===== config.mk =====
export PLATFORM = sky130hd
export DESIGN_NAME = fp_ctrl_csr
export DESIGN_NICKNAME = d
export VERILOG_FILES = /design/src/rtl/fpc_pkg.sv /design/src/rtl/fpc_state.sv /design/src/rtl/fpc_support.sv /design/src/rtl/fpc_resolve.sv /design/src/rtl/fp_ctrl_csr.sv
export SDC_FILE = /design/constraint.sdc
export NUM_CORES = 1
export LEC_CHECK = 0
export CAP_MARGIN = 20
export CORE_MARGIN = 4
export CORE_UTILIZATION = 60
export CTS_BUF_LIST = sky130_fd_sc_hd__clkbuf_8
export DETAILED_ROUTE_END_ITERATION = 7
export DONT_BUFFER_PORTS = 1
export HOLD_SLACK_MARGIN = 0.08
export PLACE_DENSITY = 0.76
export SLEW_MARGIN = 20
export SYNTH_ARGS = -nofsm -noshare
export SYNTH_HDL_FRONTEND = slang
export SYNTH_SLANG_ARGS = --single-unit

===== constraint.sdc =====
create_clock -name clk -period 2.2 [get_ports clk]
set_input_delay 0.44 -clock clk [delete_from_list [all_inputs] [get_ports clk]]
set_output_delay 0.44 -clock clk [all_outputs]
set_load 0.01 [all_outputs]

===== src/rtl/fpc_pkg.sv =====
package fpc_pkg;

    localparam int FLAG_W = 5;
    localparam int RM_W   = 3;
    localparam int ACC_W  = 3;
    localparam int WORD_W = FLAG_W + RM_W + ACC_W;
    localparam int CSR_W  = 32;
    localparam int ACC_N  = 1 << ACC_W;

    localparam logic [RM_W-1:0]  RM_DYNAMIC = 3'b111;
    localparam logic [RM_W-1:0]  RM_MAX_OK  = 3'b100;
    localparam logic [ACC_N-1:0] ACC_LISTED = 8'b0101_0101;

    typedef enum logic [1:0] {
        OP_NONE  = 2'b00,
        OP_WRITE = 2'b01,
        OP_SET   = 2'b10,
        OP_CLEAR = 2'b11
    } csr_op_e;

    typedef struct packed {
        logic [ACC_W-1:0]  acc;
        logic [RM_W-1:0]   frm;
        logic [FLAG_W-1:0] flags;
    } fpword_t;

    typedef struct packed {
        fpword_t word;
    } fpc_state_t;

endpackage


===== src/rtl/fpc_state.sv =====
module fpc_state
    import fpc_pkg::*;
(
    input  logic                 clk,
    input  logic                 rst_n,
    input  logic [1:0]           op,
    input  logic [WORD_W-1:0]    wdata,
    input  logic                 flag_valid,
    input  logic [FLAG_W-1:0]    flag_in,
    output fpword_t              word
);

    fpc_state_t state_d, state_q;
    csr_op_e    op_e;

    always_comb begin
        op_e    = csr_op_e'(op);
        state_d = state_q;
        unique case (op_e)
            OP_WRITE: state_d.word = fpword_t'(wdata);
            OP_SET:   state_d.word = fpword_t'(WORD_W'(state_q.word) | wdata);
            OP_CLEAR: state_d.word = fpword_t'(WORD_W'(state_q.word) & ~wdata);
            default: begin
                if (flag_valid) begin
                    state_d.word.flags = state_q.word.flags | flag_in;
                end
            end
        endcase
    end

    always_ff @(posedge clk) begin
        if (!rst_n) begin
            state_q <= '0;
        end else begin
            state_q <= state_d;
        end
    end

    assign word = state_q.word;

endmodule


===== src/rtl/fpc_support.sv =====
module fpc_support
    import fpc_pkg::*;
#(
    parameter int                        NUM_CLASSES = 4,
    parameter int                        CLASS_W     = 2,
    parameter logic [NUM_CLASSES*ACC_N-1:0] SUPPORT  = '1
) (
    input  logic [CLASS_W-1:0] cls,
    input  logic [ACC_W-1:0]   acc,
    output logic               ok
);

    logic [ACC_N-1:0] row [NUM_CLASSES];

    for (genvar g = 0; g < NUM_CLASSES; g++) begin : g_row
        assign row[g] = SUPPORT[g*ACC_N +: ACC_N] & ACC_LISTED;
    end

    always_comb begin
        ok = 1'b0;
        for (int i = 0; i < NUM_CLASSES; i++) begin
            if (cls == CLASS_W'(i)) begin
                ok = row[i][acc];
            end
        end
    end

endmodule


===== src/rtl/fpc_resolve.sv =====
module fpc_resolve
    import fpc_pkg::*;
#(
    parameter int                        NUM_CLASSES = 4,
    parameter int                        CLASS_W     = 2,
    parameter logic [NUM_CLASSES*ACC_N-1:0] SUPPORT  = '1
) (
    input  fpword_t             word,
    input  logic                insn_valid,
    input  logic [RM_W-1:0]     insn_rm,
    input  logic [CLASS_W-1:0]  insn_class,
    output logic [RM_W-1:0]     eff_rm,
    output logic [ACC_W-1:0]    eff_acc,
    output logic                illegal
);

    logic pair_ok;
    logic dyn_sel;
    logic dyn_bad;

    fpc_support #(
        .NUM_CLASSES (NUM_CLASSES),
        .CLASS_W     (CLASS_W),
        .SUPPORT     (SUPPORT)
    ) u_support (
        .cls (insn_class),
        .acc (word.acc),
        .ok  (pair_ok)
    );

    always_comb begin
        dyn_sel = (insn_rm == RM_DYNAMIC);
        dyn_bad = dyn_sel && (word.frm > RM_MAX_OK);
        eff_rm  = dyn_sel ? word.frm : insn_rm;
        eff_acc = word.acc;
        illegal = insn_valid && (dyn_bad || !pair_ok);
    end

endmodule


===== src/rtl/fp_ctrl_csr.sv =====
module fp_ctrl_csr
    import fpc_pkg::*;
#(
    parameter int                           NUM_CLASSES = 4,
    parameter logic [NUM_CLASSES*ACC_N-1:0] ACC_SUPPORT = 32'h15_05_01_55,
    localparam int                          CLASS_W     = (NUM_CLASSES > 1) ? $clog2(NUM_CLASSES) : 1
) (
    input  logic                clk,
    input  logic                rst_n,
    input  logic [1:0]          csr_op,
    input  logic [31:0]         csr_wdata,
    output logic [31:0]         csr_rdata,
    input  logic                flag_valid,
    input  logic [4:0]          flag_in,
    input  logic                insn_valid,
    input  logic [2:0]          insn_rm,
    input  logic [CLASS_W-1:0]  insn_class,
    output logic [2:0]          eff_rm,
    output logic [2:0]          eff_acc,
    output logic                illegal
);

    fpword_t word;

    fpc_state u_state (
        .clk        (clk),
        .rst_n      (rst_n),
        .op         (csr_op),
        .wdata      (csr_wdata[WORD_W-1:0]),
        .flag_valid (flag_valid),
        .flag_in    (flag_in),
        .word       (word)
    );

    fpc_resolve #(
        .NUM_CLASSES (NUM_CLASSES),
        .CLASS_W     (CLASS_W),
        .SUPPORT     (ACC_SUPPORT)
    ) u_resolve (
        .word       (word),
        .insn_valid (insn_valid),
        .insn_rm    (insn_rm),
        .insn_class (insn_class),
        .eff_rm     (eff_rm),
        .eff_acc    (eff_acc),
        .illegal    (illegal)
    );

    assign csr_rdata = {{(CSR_W-WORD_W){1'b0}}, word};

endmodule


==> results.md <==
* Number of global-route vias before repair at 699
* Reg2Reg Launch Point: u_state.word[8]
* DP Area at 925 um2
* Reg2Reg Setup Slack at 1.22 ns
* XOR/XNOR share of the synthesized area at 0.0514
* Mux contribution to synthesized area at 0.0220
* Final #Nets at 160
* Outcome: finished, final reports clean
* Commonest non-fill, non-tap cell in the layout: conb_1
* Number of max-cap violations at 0
* Post-CTS setup buffer count at 0
* Slew @ Worst Pin at 0.544 ns
* Worst hold-check path type: input port to flop
* Post-synthesis simple-gate area fraction at 0.130
* Most frequent cells in the layout: conb_1 (21), dfxtp_1 (15), nor2b_1 (6)
* Io pins at 87
* Synth Register Bits at 15
* Setup TNS after final layout at 0 ns
* Htree depth at 1
* Worst Hold Endpoint: u_state.word[3]
* Hold-fix buffers, CTS at 0
* Sequential-to-total area share from yosys stat at 0.294
* Final Setup Violations at 0
* Slew Viols, Final at 0
* Critical Path End Type: primary output
* CP top delay family: multiplexers
* GRT Total Usage at 0.166
* Clock share of power at 0.346
* Mapped Area at 1020 um2
* Synth area leader: dfxtp_1
* Layout area overhead at -5.02%
* Peak Freq at ~0.6 GHz
* Crit path cell chain: mux4_2 > o21ai_0 > and2_1
* PwrDens at about 690 nW/um2
* Tcrit/Tclk final at 0.775
* Ys Warns at 0
* Compound-cell area share of the yosys netlist at 0.244
* Drt drc at 0
* Clock latency at the later pin of the worst-skew pair at 0.26 ns
* FF-to-FF path depth at 2
* Slowest-stage cell, CP: mux4_2
* Data arrival, critical path at around 1.3 ns
* Buffers and inverters on the worst path at 0
* Count of cell types in the netlist at 30
* Setup CP Type: flop to primary output
* ANT cells at 0
* Share of power burned in registers at 0.485
* Initial Util at 0.656
* Mean Syn Cell Area at 9.38 um2
* Dpl cells at 119
* # resized after CTS at 0
* Avg Vias per Cell at approximately 5.9
* Core area at 1560 um2
* Psw at 0.197 mW
* Synth top area cells: dfxtp_1 (29%), buf_4 (18%), ha_1 (4.9%)
* Clk pin slew, worst setup/hold paths at 0.06 ns
* Root buffer cell: clkbuf_8
* Number of synthesized flops with an enable pin at 0
* Num rows at 14
* Net switching fraction of the power at 0.294
* Avg WL per Cell at ~16 um
* Initial antenna violation count at 0
* Largest family of logic cells by synthesized area: compound AO/OA/AOI/OAI gates
* Layout cells sized above 1 at 0.140
* Final Non-Filler Cells at 123
* Hpwl dp at about 1500 um
* Crit path required time at 1.76 ns
* Critical Path Fanout Max at 1
* Combinational share of power at 0.169
* Die Ht at 49.3 um
* Vias at 729
* Fillcell total at 143
* P_leak at 0.470 nW
* Die area at 2430 um2
* Max Buffers Root-to-Sink at 2
* Synth top area share at 0.294
* Clock Skew at 0.000634 ns
* Syn Inst Count at 109
* VDD IR max at between 500 and 600 uV
* PortBufs at 0
* Final Critical Period at 1.70 ns
* Final Hold Fails at 0
* CTS tree: done
* Min-delay src: csr_wdata[3]
* CTS buffer count at 3
* ANT nets after route at 0
* Clk sinks at 15
* Routed WL at 1960 um
* GPL Wtd Cong at 0.686
* P_int at about 0.47 mW
* Slew HR at 0.637
* Largest net degree at the start of global routing at 16
* First-pass GRT wire length at between 3000 and 4000 um
* Top FF cell, synth: dfxtp_1
* Crit-path max cell delay at 0.45 ns
* Iter 0 DRT Violations at 6
* Startpoint Class: flop
* Total global routing overflow at 0
* Async S/R FF share, synth at 0
* Hold depth at 1
* Adder-Cell Fraction of Synth Area at 0.0490
* Die Wd at between 40 and 50 um
* Post-route cell area at ~970 um2
* RSZ-0062 raised after global routing: false
* Drt first pass iters at 3
## through the flow
| stage | worst slack [ns] | hold WS (ns) | power [mW] | utilization |
|---|---|---|---|---|
| 5_1_grt | 0.433 | 0.302 | 0.702 | 0.623 |
| 6_report | 0.495 | 0.303 | 0.671 | 0.623 |
| 3_5_place_dp | 0.388 | 0.562 | 0.445 | 0.593 |
| 3_3_place_gp | 0.422 | 0.561 | 0.440 | 0.593 |
| 4_1_cts | 0.482 | 0.298 | 0.675 | 0.623 |
| 2_1_floorplan | 0.574 | 0.558 | 0.462 | - |
## power groups by stage
stage / clock network [mW] / registers [mW] / logic, mW
floorplan: 0 / 0.323 / 0.139
global placement: 0 / 0.331 / 0.110
detailed placement: 0 / 0.332 / 0.113
CTS: 0.236 / 0.326 / 0.113
global route: 0.247 / 0.329 / 0.126
finish: 0.232 / 0.325 / 0.113
## layout make-up
cell class | count | area (um2) | area share
Multi-Input combinational cell | 84 | 586 | 0.603
Timing Repair Buffer | 1 | 7.51 | 0.00773
Sequential cell | 15 | 300 | 0.309
Clock inverter | 1 | 5.00 | 0.00515
Tap cell | 16 | 20.0 | 0.0206
Inverter | 3 | 11.3 | 0.0116
Clock buffer | 3 | 41.3 | 0.0425
## how the worst max path moves through the flow
stage / from / to / slack (ns) / cells past startpoint
floorplan: csr_op[0] / u_state.word[1] / 0.57 / 5
global placement: csr_op[0] / u_state.word[2] / 0.42 / 5
detailed placement: csr_op[0] / flop / 0.39 / 5
CTS: flop / illegal / 0.48 / 3
global route: flop / illegal / 0.43 / 3
finish: flop / illegal / 0.50 / 3
## layer usage
| layer | global-route usage | vias up | share of wire |
|---|---|---|---|
| met5 | 0 | - | 0 |
| met4 | 0.0616 | 0 | 0.016 |
| met3 | 0.0887 | 7 | 0.15 |
| met2 | 0.281 | 48 | 0.47 |
| met1 | 0.172 | 335 | 0.37 |
| li1 | - | 339 | - |
## worst register-to-register path, delay by kind of cell, from the launching register on
kind | cells | cell delay, ns
DFF | 1 | 0.38
AOI/OAI and AO/OA | 1 | 0.35
and+or+nand+nor | 1 | 0.18
## cells in the mapped netlist (4+ instances only)
cell	count
dfxtp_1	15
nor2_1	4
nor2b_1	6
ha_1	4
a21oi_1	4
buf_4	24
o311a_1	5
nand2_1	4
o21ai_0	5
## kinds of logic (layout without fill, tap and decap cells)
kind of cell,count (synthesis),after routing
buffers and inverters,30,8
muxes,1,1
DFF,15,15
and+or+nand+nor,22,22
adders and majority gates,4,4
other,1,21
AOI/OAI and AO/OA,30,30
xor gates and xnor gates,6,6
No activity file was read; power rests on OpenSTA's default activity.
